[src/rtl/asa_pkg.sv]
package asa_pkg;

    typedef enum logic [2:0] {
        OP_READ   = 3'd0,
        OP_WRITE  = 3'd1,
        OP_FENCE  = 3'd2,
        OP_LOCK   = 3'd3,
        OP_UNLOCK = 3'd4
    } asa_op_e;

    typedef enum logic [1:0] {
        LK_FREE    = 2'd0,
        LK_HELD    = 2'd1,
        LK_RELEASE = 2'd2
    } lk_state_e;

endpackage

[src/rtl/asa_rr_arbiter.sv]
module asa_rr_arbiter #(
    parameter int N = 2
) (
    input  logic         clk,
    input  logic         rst_n,
    input  logic [N-1:0] req,
    output logic [N-1:0] grant
);
    localparam int PW = (N > 1) ? $clog2(N) : 1;

    logic [PW-1:0] ptr;
    logic [PW-1:0] ptr_nx;
    logic          found;

    always_comb begin
        grant  = '0;
        found  = 1'b0;
        ptr_nx = ptr;
        for (int k = 0; k < N; k++) begin
            for (int j = 0; j < N; j++) begin
                if (!found && req[j] && (j == ((int'(ptr) + k) % N))) begin
                    grant[j] = 1'b1;
                    found    = 1'b1;
                    ptr_nx   = PW'((j + 1) % N);
                end
            end
        end
    end

    always_ff @(posedge clk) begin
        if (!rst_n) ptr <= '0;
        else        ptr <= ptr_nx;
    end

    AST_GRANT_ONEHOT: assert property (@(posedge clk) disable iff (!rst_n)
        $onehot0(grant));
    AST_GRANT_HAS_REQ: assert property (@(posedge clk) disable iff (!rst_n)
        ((grant & ~req) == '0));
endmodule

[src/rtl/asa_store_fifo.sv]
module asa_store_fifo #(
    parameter int DEPTH = 4,
    parameter int AW    = 3,
    parameter int DW    = 8
) (
    input  logic          clk,
    input  logic          rst_n,
    input  logic          push,
    input  logic [AW-1:0] push_addr,
    input  logic [DW-1:0] push_data,
    input  logic          pop,
    output logic [AW-1:0] head_addr,
    output logic [DW-1:0] head_data,
    output logic          empty,
    output logic          full,
    input  logic [AW-1:0] lk_addr,
    output logic          lk_hit,
    output logic [DW-1:0] lk_data
);
    localparam int PW = (DEPTH > 1) ? $clog2(DEPTH) : 1;

    logic [AW-1:0] e_addr [DEPTH];
    logic [DW-1:0] e_data [DEPTH];
    logic [PW-1:0] wp, rp;
    logic [PW:0]   cnt;

    assign empty     = (cnt == '0);
    assign full      = (cnt == (PW+1)'(DEPTH));
    assign head_addr = e_addr[rp];
    assign head_data = e_data[rp];

    // newest matching entry wins: scan oldest to newest, keep last hit
    always_comb begin
        lk_hit  = 1'b0;
        lk_data = '0;
        for (int k = 0; k < DEPTH; k++) begin
            if (((PW+1)'(k) < cnt) && (e_addr[rp + PW'(k)] == lk_addr)) begin
                lk_hit  = 1'b1;
                lk_data = e_data[rp + PW'(k)];
            end
        end
    end

    always_ff @(posedge clk) begin
        if (push) begin
            e_addr[wp] <= push_addr;
            e_data[wp] <= push_data;
        end
    end

    always_ff @(posedge clk) begin
        if (!rst_n) begin
            wp  <= '0;
            rp  <= '0;
            cnt <= '0;
        end else begin
            if (push) wp <= wp + 1'b1;
            if (pop)  rp <= rp + 1'b1;
            cnt <= cnt + (PW+1)'(push) - (PW+1)'(pop);
        end
    end

    AST_NO_OVERFLOW: assert property (@(posedge clk) disable iff (!rst_n)
        push |-> !full);
    AST_NO_UNDERFLOW: assert property (@(posedge clk) disable iff (!rst_n)
        pop |-> !empty);
endmodule

[src/rtl/asa_lock_fsm.sv]
module asa_lock_fsm
    import asa_pkg::*;
#(
    parameter int N = 2
) (
    input  logic         clk,
    input  logic         rst_n,
    input  logic [N-1:0] grant,
    input  logic [N-1:0] unlock_req,
    input  logic [N-1:0] buf_empty,
    output logic         lock_free,
    output logic [N-1:0] blocked,
    output logic [N-1:0] unlock_ok
);
    lk_state_e    st, st_nx;
    logic [N-1:0] owner, owner_nx;
    logic         own_req, own_empty;

    assign own_req   = |(owner & unlock_req);
    assign own_empty = |(owner & buf_empty);

    always_ff @(posedge clk) begin
        if (!rst_n) begin
            st    <= LK_FREE;
            owner <= '0;
        end else begin
            st    <= st_nx;
            owner <= owner_nx;
        end
    end

    always_comb begin
        st_nx    = st;
        owner_nx = owner;
        unique case (st)
            LK_FREE: begin
                if (|grant) begin
                    st_nx    = LK_HELD;
                    owner_nx = grant;
                end
            end
            LK_HELD: begin
                if (own_req) begin
                    if (own_empty) begin
                        st_nx    = LK_FREE;
                        owner_nx = '0;
                    end else begin
                        st_nx = LK_RELEASE;
                    end
                end
            end
            LK_RELEASE: begin
                if (own_req && own_empty) begin
                    st_nx    = LK_FREE;
                    owner_nx = '0;
                end
            end
            default: begin
                st_nx    = LK_FREE;
                owner_nx = '0;
            end
        endcase
    end

    always_comb begin
        lock_free = 1'b0;
        blocked   = '0;
        unlock_ok = '0;
        unique case (st)
            LK_FREE: lock_free = 1'b1;
            LK_HELD, LK_RELEASE: begin
                blocked = ~owner;
                if (own_req && own_empty) unlock_ok = owner;
            end
            default: lock_free = 1'b0;
        endcase
    end

    AST_GRANT_WHEN_FREE: assert property (@(posedge clk) disable iff (!rst_n)
        (|grant) |-> (st == LK_FREE));
    AST_OWNER_ONEHOT: assert property (@(posedge clk) disable iff (!rst_n)
        (st != LK_FREE) |-> $onehot(owner));
    AST_RELEASE_WAITS: assert property (@(posedge clk) disable iff (!rst_n)
        ((st == LK_RELEASE) && !own_empty) |=> (st == LK_RELEASE));
    AST_OWNER_STABLE: assert property (@(posedge clk) disable iff (!rst_n)
        ((st != LK_FREE) && (unlock_ok == '0)) |=> $stable(owner));
endmodule

[src/rtl/atomic_store_arbiter.sv]
module atomic_store_arbiter
    import asa_pkg::*;
#(
    parameter int NTHR     = 2,
    parameter int SB_DEPTH = 4,
    parameter int AW       = 3,
    parameter int DW       = 8
) (
    input  logic               clk,
    input  logic               rst_n,
    input  logic [NTHR-1:0]    req_valid,
    input  logic [3*NTHR-1:0]  req_op,
    input  logic [AW*NTHR-1:0] req_addr,
    input  logic [DW*NTHR-1:0] req_wdata,
    output logic [NTHR-1:0]    req_ready,
    output logic [NTHR-1:0]    rd_valid,
    output logic [DW*NTHR-1:0] rd_data,
    output logic [NTHR-1:0]    blocked
);
    localparam int MWORDS = 1 << AW;

    asa_op_e         op_t   [NTHR];
    logic [AW-1:0]   addr_t [NTHR];
    logic [DW-1:0]   wd_t   [NTHR];
    logic [AW-1:0]   head_a [NTHR];
    logic [DW-1:0]   head_d [NTHR];
    logic [DW-1:0]   fwd_d  [NTHR];
    logic [NTHR-1:0] fwd_hit, sb_empty, sb_full;
    logic [NTHR-1:0] wr_acc, rd_acc, fence_acc, lock_req, lock_grant;
    logic [NTHR-1:0] unlock_req, unlock_ok, drain_req, pop;
    logic            lock_free;
    logic [DW-1:0]   mem [MWORDS];
    logic            mw_en;
    logic [AW-1:0]   mw_addr;
    logic [DW-1:0]   mw_data;

    asa_lock_fsm #(.N(NTHR)) u_lock (
        .clk(clk), .rst_n(rst_n), .grant(lock_grant), .unlock_req(unlock_req),
        .buf_empty(sb_empty), .lock_free(lock_free), .blocked(blocked),
        .unlock_ok(unlock_ok)
    );

    asa_rr_arbiter #(.N(NTHR)) u_lock_arb (
        .clk(clk), .rst_n(rst_n), .req(lock_req & {NTHR{lock_free}}),
        .grant(lock_grant)
    );

    asa_rr_arbiter #(.N(NTHR)) u_drain_arb (
        .clk(clk), .rst_n(rst_n), .req(drain_req), .grant(pop)
    );

    for (genvar g = 0; g < NTHR; g++) begin : g_thr
        assign op_t[g]   = asa_op_e'(req_op[g*3 +: 3]);
        assign addr_t[g] = req_addr[g*AW +: AW];
        assign wd_t[g]   = req_wdata[g*DW +: DW];

        assign wr_acc[g]     = req_valid[g] && (op_t[g] == OP_WRITE) && !sb_full[g];
        assign rd_acc[g]     = req_valid[g] && (op_t[g] == OP_READ) && !blocked[g];
        assign fence_acc[g]  = req_valid[g] && (op_t[g] == OP_FENCE) && sb_empty[g];
        assign lock_req[g]   = req_valid[g] && (op_t[g] == OP_LOCK);
        assign unlock_req[g] = req_valid[g] && (op_t[g] == OP_UNLOCK);
        assign drain_req[g]  = !sb_empty[g] && !blocked[g];

        assign req_ready[g] = wr_acc[g] | rd_acc[g] | fence_acc[g]
                            | lock_grant[g] | unlock_ok[g];

        asa_store_fifo #(.DEPTH(SB_DEPTH), .AW(AW), .DW(DW)) u_sb (
            .clk(clk), .rst_n(rst_n),
            .push(wr_acc[g]), .push_addr(addr_t[g]), .push_data(wd_t[g]),
            .pop(pop[g]), .head_addr(head_a[g]), .head_data(head_d[g]),
            .empty(sb_empty[g]), .full(sb_full[g]),
            .lk_addr(addr_t[g]), .lk_hit(fwd_hit[g]), .lk_data(fwd_d[g])
        );

        always_ff @(posedge clk) begin
            if (!rst_n) begin
                rd_valid[g]          <= 1'b0;
                rd_data[g*DW +: DW]  <= '0;
            end else begin
                rd_valid[g] <= rd_acc[g];
                if (rd_acc[g])
                    rd_data[g*DW +: DW] <= fwd_hit[g] ? fwd_d[g] : mem[addr_t[g]];
            end
        end

        AST_BLOCKED_NO_DRAIN: assert property (@(posedge clk) disable iff (!rst_n)
            blocked[g] |-> !pop[g]);
        AST_UNLOCK_DRAINED: assert property (@(posedge clk) disable iff (!rst_n)
            unlock_ok[g] |-> sb_empty[g]);
        AST_LOCK_THEN_EXCL: assert property (@(posedge clk) disable iff (!rst_n)
            lock_grant[g] |=> (blocked == ~(NTHR'(1) << g)));
    end

    always_comb begin
        mw_en   = 1'b0;
        mw_addr = '0;
        mw_data = '0;
        for (int t = 0; t < NTHR; t++) begin
            if (pop[t]) begin
                mw_en   = 1'b1;
                mw_addr = head_a[t];
                mw_data = head_d[t];
            end
        end
    end

    always_ff @(posedge clk) begin
        if (!rst_n) begin
            for (int w = 0; w < MWORDS; w++) mem[w] <= '0;
        end else if (mw_en) begin
            mem[mw_addr] <= mw_data;
        end
    end

    AST_ONE_DRAIN: assert property (@(posedge clk) disable iff (!rst_n)
        $onehot0(pop));
    AST_ONE_LOCK: assert property (@(posedge clk) disable iff (!rst_n)
        $onehot0(lock_grant));
    AST_READ_NEXT: assert property (@(posedge clk) disable iff (!rst_n)
        (rd_acc != '0) |=> (rd_valid != '0));
endmodule

[config.mk]
export PLATFORM = sky130hd
export DESIGN_NAME = atomic_store_arbiter
export DESIGN_NICKNAME = d
export VERILOG_FILES = /design/src/rtl/asa_pkg.sv /design/src/rtl/asa_rr_arbiter.sv /design/src/rtl/asa_store_fifo.sv /design/src/rtl/asa_lock_fsm.sv /design/src/rtl/atomic_store_arbiter.sv
export SDC_FILE = /design/constraint.sdc
export NUM_CORES = 1
export LEC_CHECK = 0
export ABC_CLOCK_PERIOD_IN_PS = 3100
export BUFFER_PORTS_ARGS = -buffer_cell sky130_fd_sc_hd__buf_2
export CAP_MARGIN = 10
export CELL_PAD_IN_SITES_DETAIL_PLACEMENT = 0
export CELL_PAD_IN_SITES_GLOBAL_PLACEMENT = 1
export CORE_ASPECT_RATIO = 1.1
export CORE_MARGIN = 3
export CORE_UTILIZATION = 43
export DETAILED_ROUTE_END_ITERATION = 7
export PLACE_DENSITY = 0.75
export SYNTH_ARGS = -nofsm -noshare
export SYNTH_HDL_FRONTEND = slang
export SYNTH_SLANG_ARGS = --single-unit
[constraint.sdc]
create_clock -name clk -period 3.1 [get_ports clk]
set_clock_uncertainty 0.05 [all_clocks]
set_input_delay 0.62 -clock clk [delete_from_list [all_inputs] [get_ports clk]]
set_output_delay 0.62 -clock clk [all_outputs]
set_load 0.02 [all_outputs]
==> out/metrics.yaml, run 1 <==
status: "complete, no violations"
ys_seq_elements: 194
fin_crit_sh_pct: 95.47
clock-sinks: 194
synth.top_cell.area_share_pct: 40.93
worst_setup_slack_before_clock_tree_synthesis_ns: 0.1820
fin_area_um2: 12610
worst_setup_hold_path_clk_slew_ns: 0.07
synth_edf_count: 152
worst_slew_margin_rel_pct: 40.80
worstSetupEndpointType: "output pin"
yosysSeqAreaShare_pct: 48.47
cp.required_ns: 2.43
drt_drc_violations_left: 0
io_buffer_count: 53
worst_pin_slew_ns: 0.8832
syn_area_per_cell_um2: 13.15
timing_hold_violations_final: 0
crit_path_cell_trace: "inv_1 > ha_1 > nor2b_2 > buf_4 > nor2_1 > a21oi_1 > o31ai_1 > a311o_1 > buf_2"
placedInstanceArea_um2: 12050
cpLargestDelayFamily: "compound AO/OA/AOI/OAI gates"
via_count: 7591
antenna_left: 0
grt_pass1_vias: 7539
final_net_count: 977
chipWidth_um: 159.5
timing.reg2reg.worst_path_depth: 8
grt_start_max_net_pins: 50
crit_path_top_delay_cell: "sky130_fd_sc_hd__dfxtp_1"
nFillCells: 2220
ff2ff_setup_slack_ns: 0.20
fp.dieH_um: 174.9
insertion_delay_ns: 0.43
cp_data_arrival_time_ns: 2.29
grt_remaining_overflow: 0
cts.path.max_buffers: 2
critPathKind: "flip-flop to output pin"
place_congestion: 0.8922
ys_types: 58
cellPowerDensity_nw_per_um2: 758.4
drt-vias-per-instance: 5.907
placed_cells: 1251
htree_num_levels: 4
rsz_0062_raised_after_global_routing: "false"
netlist_top_cells_area: "sky130_fd_sc_hd__edfxtp_1 (41%), sky130_fd_sc_hd__mux4_2 (19%), sky130_fd_sc_hd__dfxtp_1 (7.5%)"
syn2layout_area_growth_pct: 13.08
grt_usage_pct: 20.46
first_pass_iters: 7
final_core_utilization_pct: 49.61
number_of_buffers_added_by_the_clock_tree_synthesis_step: 17
post_cts.resized_instances: 0
grt_pass1_wl_um: 44020
synth_fp_nets: 901
antenna_found_initial: 3
netlist.top_cell.by_area: "sky130_fd_sc_hd__edfxtp_1"
crit_path_start_kind: "flip-flop"
detail_route.wl_per_cell_um: 21.86
timing.max_cap.violations: 0
floorplan.die_area_um2: 27900
critical_r2r_launch: "u_lock.st[0]$_SDFFE_PN0P_"
design.portCount: 54
syn_area_um2: 11150
core_um2: 25420
irDropWorstVdd_mv: 0.4530
post_cts_buffers: 0
worst_hold_slack_ns: 0.3435
final_layout_size_suffix_gt1_share_pct: 28.50
post-route-min-period_ns: 2.959
holdCritPathClass: "input pin to flip-flop"
power_leakage_uw: 0.004327
clockRootBuffer: "sky130_fd_sc_hd__clkbuf_16"
worst_setup_path_startpoint: "u_lock.st[1]$_SDFFE_PN0P_"
clock_tree_from_tritoncts: "built"
fp-row-count: 61
final-setup-viol-count: 0
synthFlopType: "sky130_fd_sc_hd__edfxtp_1"
drt-initial-drc-count: 574
cp_num_buf_inv: 3
regToRegEndpoint: "mem[0][1]$_SDFFCE_PN0P_"
totalWireLength_um: 28090
fmax_mhz: 337.9
cts_hold_repair.buffers: 0
count_of_pins_over_their_slew_limit: 0
syn-instance-count: 848
crit_path_max_fanout: 5
asyncSetResetFlopFracSynth_pct: 0
yosysWarnings: 0
detailedPlacementHpwl_um: 20670
setup_ws_ns: 0.1406
initial_core_util_pct: 43.87
slowest_delay_ns: 0.34
timing.critical_path.to: "req_ready[0]"
worstSetupPathDepth: 9
final-instance-count-excl-fill: 1285
final cells by class:
class / instances / area, µm² / share of cell area (%)
repair buffers: 113 / 715.7 / 5.676
diodes: 2 / 5.005 / 0.03969
multi-input cells: 574 / 5408 / 42.89
inverters: 24 / 90.09 / 0.7144
clock buffers: 17 / 425.4 / 3.374
clock inverters: 15 / 125.1 / 0.9923
flip-flops and latches: 194 / 5408 / 42.89
well taps: 346 / 432.9 / 3.433
report_power, final:
part / switching (µW) / internal [µW] / total (µW)
clock network: 1030 / 1050 / 2080
registers: 229 / 3150 / 3380
logic: 2350 / 1750 / 4100
total: 3610 / 5960 / 9560
metal layers:
layer	vias to the layer above	global-route usage [%]	share of wire, %	routed length, µm
met4	2	6.275	1.7	465
li1	3482	-	-	-
met1	3876	27.22	42	11900
met5	-	0	0.046	13
met3	28	3.888	5.1	1437
met2	203	34.28	51	14270
cell usage after synthesis (4+ instances only):
library cell               count
sky130_fd_sc_hd__buf_1        10
sky130_fd_sc_hd__a211oi_1     13
sky130_fd_sc_hd__a221oi_1      6
sky130_fd_sc_hd__nor2_1       99
sky130_fd_sc_hd__and3_1        5
sky130_fd_sc_hd__xor2_1       16
sky130_fd_sc_hd__mux2i_1      34
sky130_fd_sc_hd__a311o_1       4
sky130_fd_sc_hd__dfxtp_1      42
sky130_fd_sc_hd__nor2b_1      16
sky130_fd_sc_hd__xnor2_1      15
sky130_fd_sc_hd__mux2_2       16
sky130_fd_sc_hd__nand4_1       6
sky130_fd_sc_hd__and2_1       25
sky130_fd_sc_hd__nand3_1      10
sky130_fd_sc_hd__o41ai_1       6
sky130_fd_sc_hd__a21o_1        6
sky130_fd_sc_hd__mux4_2       95
sky130_fd_sc_hd__a211o_1      10
sky130_fd_sc_hd__o21ai_0      26
sky130_fd_sc_hd__edfxtp_1    152
sky130_fd_sc_hd__clkbuf_1     25
sky130_fd_sc_hd__nand2_1      45
sky130_fd_sc_hd__a21oi_1      21
sky130_fd_sc_hd__inv_1        24
sky130_fd_sc_hd__a22oi_1      13
sky130_fd_sc_hd__buf_2        17
sky130_fd_sc_hd__a31oi_1      15
sky130_fd_sc_hd__buf_6         4
sky130_fd_sc_hd__ha_1         19
sky130_fd_sc_hd__a221o_1       6
per-stage QoR:
step / power, µW / TNS (ns)
after detailed placement: 7526 / 0
after global placement: 7464 / 0
final: 9563 / 0
after global routing: 10110 / 0
after floorplan: 6179 / -0.01511
after CTS: 9583 / 0
worst reg2reg max path, stage by stage (launching register included):
cell	delay, ns
sky130_fd_sc_hd__dfxtp_1	0.33
sky130_fd_sc_hd__inv_1	0.07
sky130_fd_sc_hd__ha_1	0.35
sky130_fd_sc_hd__nor2b_2	0.21
sky130_fd_sc_hd__o311a_1	0.45
sky130_fd_sc_hd__a22oi_1	0.24
sky130_fd_sc_hd__nor2b_1	0.38
sky130_fd_sc_hd__nand2_1	0.16
sky130_fd_sc_hd__nand2_1	0.33
registers in the layout, summed over array words and instances (netlist names), named ones only:
signal and flops:
g_thr.u_sb.cnt 6, u_drain_arb.ptr 1, rd_data 16, g_thr.u_sb.e_data 64, g_thr.u_sb.e_addr 24, mem 64
u_lock.owner 2, u_lock.st 2, g_thr.u_sb.wp 4, rd_valid 2, u_lock_arb.ptr 1, g_thr.u_sb.rp 4
worst min path at each step:
stage	from	endpoint	slack, ns	depth (start not counted)
after global routing	req_wdata[12]	g_thr[1].u_sb.e_data[1][4]$_DFFE_PP_	0.33	1
after detailed placement	u_drain_arb.ptr$_SDFFE_PP0P_	u_drain_arb.ptr$_SDFFE_PP0P_	0.44	1
after global placement	u_drain_arb.ptr$_SDFFE_PP0P_	u_drain_arb.ptr$_SDFFE_PP0P_	0.43	1
after floorplan	u_drain_arb.ptr$_SDFFE_PP0P_	u_drain_arb.ptr$_SDFFE_PP0P_	0.40	1
after CTS	req_wdata[4]	g_thr[0].u_sb.e_data[2][4]$_DFFE_PP_	0.33	1
final	req_wdata[4]	g_thr[0].u_sb.e_data[2][4]$_DFFE_PP_	0.34	1
layout by cell type, fill, tap and decap left out, types with 10 or more instances in the layout:
master                      instances
sky130_fd_sc_hd__xor2_1            16
sky130_fd_sc_hd__a22oi_1           13
sky130_fd_sc_hd__o21ai_0           26
sky130_fd_sc_hd__buf_2             53
sky130_fd_sc_hd__nand2_1           45
sky130_fd_sc_hd__dfxtp_1           40
sky130_fd_sc_hd__a211o_1           10
sky130_fd_sc_hd__xnor2_1           15
sky130_fd_sc_hd__ha_1              19
sky130_fd_sc_hd__nand3_1           10
sky130_fd_sc_hd__nor2_1            99
sky130_fd_sc_hd__a211oi_1          13
sky130_fd_sc_hd__a21oi_1           21
sky130_fd_sc_hd__a31oi_1           15
sky130_fd_sc_hd__and2_1            25
sky130_fd_sc_hd__inv_1             24
sky130_fd_sc_hd__nor2b_1           15
sky130_fd_sc_hd__buf_4             60
sky130_fd_sc_hd__edfxtp_1         152
sky130_fd_sc_hd__mux4_2            95
sky130_fd_sc_hd__mux2_2            16
sky130_fd_sc_hd__clkbuf_16         17
sky130_fd_sc_hd__mux2i_1           34
cell families after synthesis:
| logic type | after synthesis | synth area share [%] |
|---|---|---|
| compound gates | 149 | 9.459 |
| xor+xnor | 32 | 2.581 |
| fa+ha+maj | 21 | 2.491 |
| buf+inv | 80 | 3.153 |
| flops | 194 | 48.47 |
| mux | 146 | 24.09 |
| simple gates | 226 | 9.751 |
Note: power is estimated with default switching activity, not from simulation.
==> run 2: changes to the inputs <==
- ABC_CLOCK_PERIOD_IN_PS: 3100 -> 3200
- PLACE_DENSITY: 0.75 -> 0.69
- clock period: 3.1 -> 3.2 ns (I/O delays scaled with it)
==> out/metrics.yaml, run 2 (synthesis results as in run 1) <==
htree_num_levels: 4  # unchanged
fp-row-count: 61  # unchanged
drt-initial-drc-count: 617  # +7.5%
nFillCells: 2239  # +0.86%
place_congestion: 0.8270  # -7.3%
pwr-share-seq_pct: 35.8  # +0.5 points
final_net_count: 972  # -0.51%
clockRootBuffer: "sky130_fd_sc_hd__clkbuf_16"
final_cell_mix: "sky130_fd_sc_hd__edfxtp_1 (152), sky130_fd_sc_hd__nor2_1 (99), sky130_fd_sc_hd__mux4_2 (95), sky130_fd_sc_hd__buf_4 (55), sky130_fd_sc_hd__buf_2 (53)"
critPathKind: "flip-flop to output pin"
rsz_0062_raised_after_global_routing: "false"
antenna-diode-count: 0  # -2
cp.required_ns: 2.51  # +0.08 ns
cp_data_arrival_time_ns: 2.33  # +0.04 ns
chipWidth_um: 159.5  # unchanged
clock-sinks: 194  # unchanged
first_pass_iters: 5  # -2
grt_remaining_overflow: 0  # unchanged
drt-vias-per-instance: 5.790  # -2.0%
crit_path_start_kind: "flip-flop"
irDropWorstVdd_mv: 0.4192  # -7.5%
post_cts_buffers: 0  # unchanged
placed_cells: 1246  # -0.40%
timing.max_cap.violations: 0  # unchanged
power_leakage_uw: 0.004301  # -0.59%
mostFrequentLayoutCell: "sky130_fd_sc_hd__edfxtp_1"
initial_core_util_pct: 43.87  # unchanged
count_of_pins_over_their_slew_limit: 0  # unchanged
worst_pin_slew_ns: 0.9140  # +0.03076 ns
totalWireLength_um: 27750  # -1.2%
floorplan.die_area_um2: 27900  # unchanged
final-setup-viol-count: 0  # unchanged
antenna_found_initial: 0  # -3
post-route-min-period_ns: 3.019
insertion_delay_ns: 0.44  # about the same
holdCritPathClass: "input pin to flip-flop"
reg.largest.list: "g_thr.u_sb.e_data (64), mem (64), g_thr.u_sb.e_addr (24)"
grt_pass1_vias: 7504  # -0.46%
grt_pass1_wl_um: 43450  # -1.3%
worst_setup_hold_path_clk_slew_ns: 0.08  # about the same
drt_drc_violations_left: 0  # unchanged
final_layout_size_suffix_gt1_share_pct: 27.90  # -0.60 points
syn2layout_area_growth_pct: 12.66
cts.path.max_buffers: 2  # unchanged
fmax_mhz: 331.3
cellPowerDensity_nw_per_um2: 732.9  # -3.4%
fin_crit_sh_pct: 94.33
fp.dieH_um: 174.9  # unchanged
status: "complete, no violations"
timing_hold_violations_final: 0  # unchanged
grt_start_max_net_pins: 50  # unchanged
worst_slew_margin_rel_pct: 38.74  # -2.1 points
design.portCount: 54  # unchanged
clock_tree_from_tritoncts: "built"
grt_usage_pct: 20.27  # -0.19 points
worstSetupEndpointType: "output pin"
antenna_left: 0  # unchanged
number_of_buffers_added_by_the_clock_tree_synthesis_step: 17  # unchanged
combPwrFrac_pct: 42.4  # -0.5 points
core_um2: 25420  # unchanged
power.clock.fraction_pct: 21.8  # about the same
detail_route.wl_per_cell_um: 21.72  # -0.64%
via_count: 7399  # -2.5%
final-instance-count-excl-fill: 1278  # -0.54%
switchingPower_uw: 3462  # -4.0%
io_buffer_count: 53  # unchanged
setup_tns_ns: 0  # unchanged
power.internal_uw: 5745  # -3.5%
power.switching_fraction_pct: 37.60  # -0.12 points
crit_path_max_fanout: 5  # unchanged
detailedPlacementHpwl_um: 20680  # about the same
==> run 2: changes by cell type in the layout (fill, tap and decap cells not counted), sizes merged <==
| cell | delta |
|---|---|
| clkinvlp | -1 |
| clkbuf | +2 |
| inv | +1 |
| buf | -5 |
| diode | -2 |
| clkinv | -2 |
==> run 2: path summary, 6_finish.rpt <==
check        depth (start not counted)                              endpoint                 startpoint  slack [ns]
min                                  1  g_thr[1].u_sb.e_data[1][6]$_DFFE_PP_              req_wdata[14]        0.36
max reg2reg                          8               mem[4][5]$_SDFFCE_PN0P_  u_lock.st[0]$_SDFFE_PN0P_        0.35
min reg2reg                          2               rd_data[7]$_SDFFE_PN0P_    rd_data[7]$_SDFFE_PN0P_        0.44
max                                  9                          req_ready[0]  u_lock.st[0]$_SDFFE_PN0P_        0.18
==> run 2: cell type report <==
cell class	count	area [µm²]	area share, %
sequential	194	5408	43.05
multi-input combinational	574	5405	43.03
timing repair buffer	108	678.2	5.398
clock buffer	19	432.9	3.446
tap	346	432.9	3.446
clock inverter	13	115.1	0.9163
inverter	24	90.09	0.7171
==> run 2: repair_timing <==
action,4_1_cts,5_1_grt
endpoints found under the setup margin,0,2
resized for setup,0,1
hold buffers,0,0
==> run 2: critical path, stage by stage, from the launching register on <==
cell                      delay (ns)
sky130_fd_sc_hd__dfxtp_1        0.33
sky130_fd_sc_hd__inv_1          0.07
sky130_fd_sc_hd__ha_1           0.36
sky130_fd_sc_hd__nor2b_1        0.27
sky130_fd_sc_hd__buf_4          0.19
sky130_fd_sc_hd__nor2_1         0.04
sky130_fd_sc_hd__a21oi_1        0.12
sky130_fd_sc_hd__o31ai_1        0.09
sky130_fd_sc_hd__a311o_1        0.27
sky130_fd_sc_hd__buf_2          0.16
==> run 2: metrics by stage <==
step | cell area, µm² | utilization (%) | setup slack (ns) | power, µW | hold slack [ns]
2_1_floorplan | 11150 | - | 0.02756 | 5973 | 0.3937
3_3_place_gp | 12010 | 47.25 | 0.3363 | 7224 | 0.4225
3_5_place_dp | 12010 | 47.25 | 0.3058 | 7266 | 0.4323
4_1_cts | 12560 | 49.41 | 0.03256 | 9271 | 0.3466
5_1_grt | 12560 | 49.43 | 0.03596 | 9759 | 0.3519
6_report | 12560 | 49.43 | 0.1813 | 9206 | 0.3642
==> run 2: metal layers <==
metal  global-route usage [%]  wire, µm  vias to the layer above
li1                         -         -                     3478
met1                    27.25     12000                     3705
met2                    34.37     14030                      189
met3                    3.248      1298                       27
met4                    5.618       427                        0
met5                        0         0                        -
==> run 2: power groups by stage <==
stage,combinational [µW],clock [µW],sequential [µW]
CTS,3930,2050,3300
finish,3900,2010,3300
floorplan,2760,0,3210
global route,4280,2140,3340
global placement,3890,0,3340
detailed placement,3910,0,3350
